==> config.mk <==
export PLATFORM = sky130hd
export DESIGN_NAME = uart_os_rx
export DESIGN_NICKNAME = d
export VERILOG_FILES = /design/src/rtl/uart_os_rx_pkg.sv /design/src/rtl/uart_os_rx_sampler.sv /design/src/rtl/uart_os_rx_framer.sv /design/src/rtl/uart_os_rx_fifo.sv /design/src/rtl/uart_os_rx.sv
export SDC_FILE = /design/constraint.sdc
export NUM_CORES = 1
export LEC_CHECK = 0
export BUFFER_PORTS_ARGS = -buffer_cell sky130_fd_sc_hd__clkbuf_2
export CORE_MARGIN = 1
export CORE_UTILIZATION = 40
export CTS_BUF_LIST = sky130_fd_sc_hd__clkbuf_2 sky130_fd_sc_hd__clkbuf_4 sky130_fd_sc_hd__clkbuf_8
export DETAILED_ROUTE_END_ITERATION = 12
export HOLD_SLACK_MARGIN = 0.1
export PLACE_DENSITY = 0.54
export SETUP_SLACK_MARGIN = 0.3
export SLEW_MARGIN = 20
export SYNTH_ARGS = -nofsm -noshare
export SYNTH_HDL_FRONTEND = slang
export SYNTH_HIERARCHICAL = 1
export SYNTH_SLANG_ARGS = --single-unit
export TNS_END_PERCENT = 10
==> constraint.sdc <==
create_clock -name clk -period 2.8 [get_ports clk]
set_input_delay 0.14 -clock clk [delete_from_list [all_inputs] [get_ports clk]]
set_output_delay 0.14 -clock clk [all_outputs]
set_load 0.03 [all_outputs]
==> src/rtl/uart_os_rx_pkg.sv <==
package uart_os_rx_pkg;
  localparam int DATA_W = 8;

  typedef enum logic [1:0] {
    PH_IDLE,
    PH_START,
    PH_DATA,
    PH_STOP
  } rx_phase_t;

  typedef struct packed {
    logic              ferr;
    logic [DATA_W-1:0] data;
  } rx_word_t;
endpackage

==> src/rtl/uart_os_rx_sampler.sv <==
module uart_os_rx_sampler #(
  parameter int OSR_NORM = 16,
  parameter int OSR_FAST = 8
) (
  input  logic clk,
  input  logic rst,
  input  logic en,
  input  logic dbl,
  input  logic tick,
  input  logic line,
  input  logic active,
  output logic start_hit,
  output logic vote_hit,
  output logic vote_val
);
  localparam int CW = $clog2(OSR_NORM + 2);

  logic [CW-1:0] cnt, idx, osr, mid;
  logic          prev, v_lo, v_mid;

  generate
    if (OSR_FAST == OSR_NORM) begin : g_fixed_rate
      assign osr = CW'(OSR_NORM);
    end else begin : g_dual_rate
      assign osr = dbl ? CW'(OSR_FAST) : CW'(OSR_NORM);
    end
  endgenerate

  assign mid       = (osr >> 1) + 1'b1;
  assign idx       = cnt + 1'b1;
  assign start_hit = en & tick & ~active & prev & ~line;
  assign vote_hit  = en & tick & active & (idx == mid + 1'b1);
  assign vote_val  = (v_lo & v_mid) | (v_lo & line) | (v_mid & line);

  always_ff @(posedge clk) begin
    if (rst || !en) begin
      cnt   <= '0;
      prev  <= 1'b0;
      v_lo  <= 1'b0;
      v_mid <= 1'b0;
    end else if (tick) begin
      prev <= line;
      if (start_hit) begin
        cnt <= CW'(1);
      end else if (active) begin
        if (idx == mid - 1'b1) v_lo <= line;
        if (idx == mid) v_mid <= line;
        cnt <= (idx == osr) ? '0 : idx;
      end else begin
        cnt <= '0;
      end
    end
  end

  assert_cnt_range_R1: assert property (@(posedge clk) disable iff (rst)
    active |-> (cnt <= osr));
  assert_idle_when_off_R10: assert property (@(posedge clk) disable iff (rst)
    !en |=> (cnt == '0 && !prev));
endmodule

==> src/rtl/uart_os_rx_framer.sv <==
module uart_os_rx_framer
  import uart_os_rx_pkg::*;
(
  input  logic     clk,
  input  logic     rst,
  input  logic     en,
  input  logic     start_hit,
  input  logic     vote_hit,
  input  logic     vote_val,
  output logic     active,
  output logic     push,
  output rx_word_t push_word
);
  localparam int BW = $clog2(DATA_W);

  rx_phase_t         phase;
  logic [BW-1:0]     bit_idx;
  logic [DATA_W-1:0] shreg;

  assign active = (phase != PH_IDLE);

  always_ff @(posedge clk) begin
    if (rst || !en) begin
      phase     <= PH_IDLE;
      bit_idx   <= '0;
      shreg     <= '0;
      push      <= 1'b0;
      push_word <= '0;
    end else begin
      push <= 1'b0;
      if (phase == PH_IDLE) begin
        if (start_hit) phase <= PH_START;
      end else if (vote_hit) begin
        case (phase)
          PH_START: begin
            if (vote_val) begin
              phase <= PH_IDLE;
            end else begin
              phase   <= PH_DATA;
              bit_idx <= '0;
            end
          end
          PH_DATA: begin
            shreg <= {vote_val, shreg[DATA_W-1:1]};
            if (bit_idx == BW'(DATA_W - 1)) phase <= PH_STOP;
            else bit_idx <= bit_idx + 1'b1;
          end
          default: begin
            push           <= 1'b1;
            push_word.data <= shreg;
            push_word.ferr <= ~vote_val;
            phase          <= PH_IDLE;
          end
        endcase
      end
    end
  end

  assert_abort_R10: assert property (@(posedge clk) disable iff (rst)
    !en |=> (phase == PH_IDLE && !push));
  assert_false_start_R4: assert property (@(posedge clk) disable iff (rst)
    (en && phase == PH_START && vote_hit && vote_val) |=> (phase == PH_IDLE && !push));
endmodule

==> src/rtl/uart_os_rx_fifo.sv <==
module uart_os_rx_fifo #(
  parameter int DEPTH = 2,
  parameter int W     = 9
) (
  input  logic         clk,
  input  logic         rst,
  input  logic         flush,
  input  logic         push,
  input  logic [W-1:0] wdata,
  input  logic         pop_req,
  output logic [W-1:0] rdata,
  output logic         not_empty,
  output logic         ovr
);
  localparam int AW = (DEPTH > 1) ? $clog2(DEPTH) : 1;
  localparam int CW = $clog2(DEPTH + 1);

  logic [W-1:0]  mem [DEPTH];
  logic [AW-1:0] wp, rp;
  logic [CW-1:0] count;
  logic          pop, space, wr;

  assign not_empty = (count != '0);
  assign pop       = pop_req && not_empty && !flush;
  assign space     = (count < CW'(DEPTH)) || pop;
  assign wr        = push && space && !flush;

  always_ff @(posedge clk) begin
    if (wr) mem[wp] <= wdata;
  end

  always_ff @(posedge clk) begin
    if (rst || flush) begin
      wp    <= '0;
      rp    <= '0;
      count <= '0;
    end else begin
      if (wr) wp <= (wp == AW'(DEPTH - 1)) ? '0 : wp + 1'b1;
      if (pop) rp <= (rp == AW'(DEPTH - 1)) ? '0 : rp + 1'b1;
      case ({wr, pop})
        2'b10:   count <= count + 1'b1;
        2'b01:   count <= count - 1'b1;
        default: count <= count;
      endcase
    end
  end

  always_ff @(posedge clk) begin
    if (rst) rdata <= '0;
    else if (pop) rdata <= mem[rp];
  end

  always_ff @(posedge clk) begin
    if (rst || flush) ovr <= 1'b0;
    else if (push && !space) ovr <= 1'b1;
    else if (pop) ovr <= 1'b0;
  end

  assert_no_overflow_R7: assert property (@(posedge clk) disable iff (rst)
    count <= CW'(DEPTH));
  assert_ovr_set_R8: assert property (@(posedge clk) disable iff (rst)
    (push && !flush && count == CW'(DEPTH) && !pop_req) |=> ovr);
  assert_empty_read_R9: assert property (@(posedge clk) disable iff (rst)
    (pop_req && !not_empty) |=> $stable(rdata));
  assert_flush_R10: assert property (@(posedge clk) disable iff (rst)
    flush |=> (!not_empty && !ovr));
endmodule

==> src/rtl/uart_os_rx.sv <==
module uart_os_rx
  import uart_os_rx_pkg::*;
#(
  parameter int OSR_NORM = 16,
  parameter int OSR_FAST = 8,
  parameter int DEPTH    = 2
) (
  input  logic              clk,
  input  logic              rst,
  input  logic              rx_en,
  input  logic              dbl_speed,
  input  logic              sample_tick,
  input  logic              rx_line,
  input  logic              rd_stb,
  output logic [DATA_W-1:0] rd_data,
  output logic              rd_ferr,
  output logic              rx_avail,
  output logic              rx_ovr
);
  localparam int WW = $bits(rx_word_t);

  logic     start_hit, vote_hit, vote_val, active, push;
  rx_word_t push_word, head_word;

  uart_os_rx_sampler #(.OSR_NORM(OSR_NORM), .OSR_FAST(OSR_FAST)) sampler_i (
    .clk(clk), .rst(rst), .en(rx_en), .dbl(dbl_speed), .tick(sample_tick),
    .line(rx_line), .active(active), .start_hit(start_hit),
    .vote_hit(vote_hit), .vote_val(vote_val)
  );

  uart_os_rx_framer framer_i (
    .clk(clk), .rst(rst), .en(rx_en), .start_hit(start_hit),
    .vote_hit(vote_hit), .vote_val(vote_val), .active(active),
    .push(push), .push_word(push_word)
  );

  uart_os_rx_fifo #(.DEPTH(DEPTH), .W(WW)) fifo_i (
    .clk(clk), .rst(rst), .flush(!rx_en), .push(push), .wdata(push_word),
    .pop_req(rd_stb), .rdata(head_word), .not_empty(rx_avail), .ovr(rx_ovr)
  );

  assign rd_data = head_word.data;
  assign rd_ferr = head_word.ferr;

  assert_disable_flush_R10: assert property (@(posedge clk) disable iff (rst)
    !rx_en |=> (!rx_avail && !rx_ovr));
endmodule

==> impl_metrics.json <==
{
  "status": "complete, no violations",
  "grt_pass1_wl_um": 8707,
  "initial_core_util_pct": 41.54,
  "yosysUniqueCellTypes": 48,
  "drt_iter0_markers": 105,
  "rsz0062_at_grt": "yes",
  "skew_ps": 4.618,
  "hold_violations": 0,
  "post-cts-setup-buffer-count": 0,
  "n_antenna_cell": 0,
  "maxCapViolations": 0,
  "path_cells": "ha_4 -> nor2b_4 -> mux2_2 -> mux4_2 -> and4_1 -> nand2b_1 -> o21ai_0 -> o221a_2",
  "die_x_um": 86.23,
  "cts-buffers-inserted": 9,
  "grt_pass1_vias": 1816,
  "finalMaxSlewViolations": 0,
  "worstMarginPinSlew_ps": 599.8,
  "synth_top_area_share_pct": 31.75,
  "grt_max_degree": 22,
  "crit_type": "reg -> reg",
  "synth_edf_count": 18,
  "post_dp_cell_area_um2": 2994,
  "yosys_warnings": 6,
  "whs_ps": 108.8,
  "dieArea_um2": 7435,
  "ys_ff_latch": 63,
  "boundaryPins": 18,
  "ys_top_cells_by_count": "dfxtp_1, a21oi_1, mux2i_1",
  "cp_top_family": "multiplexers",
  "core_um2": 6832,
  "cts.clk_slew.worst_paths_ps": 70,
  "power_leakage_nw": 1.203,
  "cp-end-kind": "register",
  "drt_wl_total_um": 4981,
  "final.setup.tns_ps": 0,
  "gr-usage-all-layers_pct": 15.14,
  "drc_errors": 0,
  "clockRootBuffer": "clkbuf_8",
  "total_power_w": 0.001776,
  "num_vias": 1924,
  "fin_area_um2": 3218,
  "drive_above_1_share_pct": 18.67,
  "synth_ff_type": "dfxtp_1",
  "synth_cells": 277,
  "cts_tree": "built",
  "syn-cell-area_um2": 2838,
  "first_pass_iters": 4,
  "pwr_density_cell_nw_per_um2": 552.0,
  "yosysMostFrequentCell": "dfxtp_1",
  "start_kind": "register",
  "finalSetupViolCount": 0,
  "cpMaxStageDelayCell": "mux4_2",
  "ant_nets": 0,
  "rows": 30,
  "path_max_fanout": 10,
  "cp_data_arrival_time_ps": 2690,
  "vias_per_cell": 4.859,
  "min_period_over_period_pct": 88.08,
  "relSlewSlack_pct": 59.96,
  "hp-class": "in -> reg",
  "syn-num-nets": 294,
  "io_buffers": 17,
  "period_minus_slack_ps": 2466,
  "ctsHoldBuffers": 0,
  "irDropWorstVdd_mv": 0.2141,
  "syn_to_final_growth_pct": 13.40,
  "synth-seq-area-share_pct": 50.79,
  "fmax_mhz": 405.5,
  "synth-async-reset-ratio_pct": 0,
  "detail_route.wl_per_cell_um": 12.58,
  "yosysTopAreaCell": "dfxtp_1",
  "gp_congestion": 0.7205,
  "syn_avg_cell_area_um2": 10.24,
  "dp_hpwl_um": 3403,
  "critPathBufInv": 0,
  "n_fill_cell": 660,
  "grt_overflow_total": 0,
  "slowest_delay_ps": 500,
  "synthTopCellsByArea": "dfxtp_1, edfxtp_1, mux2i_1, a21oi_1, ha_1",
  "htree_levels": 3,
  "cts.sinks": 63,
  "die_height_um": 86.23,
  "nets": 312,
  "final_util_pct": 47.11,
  "antenna_found_initial": 0,
  "required_ps": 3030,
  "clkLatencyLatePin_ps": 330,
  "clockBufferDepth": 2
}
## sequential cells by signal (all words and copies together) (netlist names), 2 cells and up
register            cells
fifo_i/count            2
framer_i/shreg          8
fifo_i/mem             18
sampler_i/cnt           5
framer_i/bit_idx        3
fifo_i/rdata            9
framer_i/push_word      9
framer_i/phase          2
## final timing paths
check | from | end | slack [ps] | cells after the start
worst max-delay path | sampler_i/cnt[1] | framer_i/phase[0] | 330 | 8
worst min-delay path | rx_line | sampler_i/v_mid | 110 | 3
worst max register to register | sampler_i/cnt[1] | framer_i/phase[0] | 330 | 8
worst min register to register | framer_i/push_word[4] | fifo_i/mem[1][4] | 460 | 0
## layout by cell type, fill, tap and decap left out, types with 2 or more instances in the layout
cell type  Yosys  layout
a21oi_1       25      25
buf_4          2       6
clkbuf_2       1      17
clkbuf_8       0      10
clkinv_4       0       2
dfxtp_1       45      43
dfxtp_2        0       2
edfxtp_1      18      18
ha_1          10       9
inv_1          9       9
mux2_2         2       2
mux2i_1       23      23
nand2_1       20      19
nand2b_1       5       5
nand3_1       17      17
nor2_1        21      21
nor2b_1        6       6
o21ai_0       16      16
or2_2          3       3
or3_1         11      11
xor2_1         4       4
## power by group
| group | switching, W | internal [W] | total (W) |
|---|---|---|---|
| combinational | 0.0000249 | 0.00000997 | 0.0000349 |
| sequential | 0.000000370 | 0.000932 | 0.000932 |
| clock | 0.000370 | 0.000440 | 0.000810 |
## metal layers
layer  GRT usage (%)  part of all wire (%)
met2           22.51                    43
met3           3.714                   2.5
met4           6.364                   1.4
met5               0                     0
met1           21.04                    53
## worst register-to-register path, delay by kind of cell, from the launching register on
kind	cells	cell delay [ps]
multiplexers	2	750
AND/OR/NAND/NOR	3	570
AO/OA/AOI/OAI	2	470
flip-flops	1	370
adder cells (fa/ha/maj)	1	200
## kinds of logic after synthesis
logic type,synth area share (%)
xor gates and xnor gates,1.543
adders and majority gates,4.762
muxes,9.700
AOI/OAI and AO/OA,10.05
DFF,50.79
buffers and inverters,4.497
and+or+nand+nor,18.65
## layout make-up
| class | instances | area, µm² | share of cell area [%] |
|---|---|---|---|
| clock buffer | 10 | 137.6 | 4.277 |
| clock inverter | 6 | 68.82 | 2.138 |
| inverter | 9 | 33.78 | 1.050 |
| multi-input combinational | 189 | 1284 | 39.89 |
| sequential | 63 | 1444 | 44.87 |
| tap | 96 | 120.1 | 3.732 |
| timing repair buffer | 23 | 130.1 | 4.044 |
## repair_timing
| item | CTS | global route |
|---|---|---|
| endpoints found under the hold margin | 0 | 0 |
| setup endpoints to repair | 22 | 6 |
| gates resized for setup | 5 | 0 |
## metrics by stage
stage,std cells,setup slack (ps)
after floorplan,277,329.4
after CTS,396,358.3
after global routing,396,238.2
after detailed placement,380,127.8
final,396,333.8
after global placement,380,220.3
(Power assumes the default switching activity.)
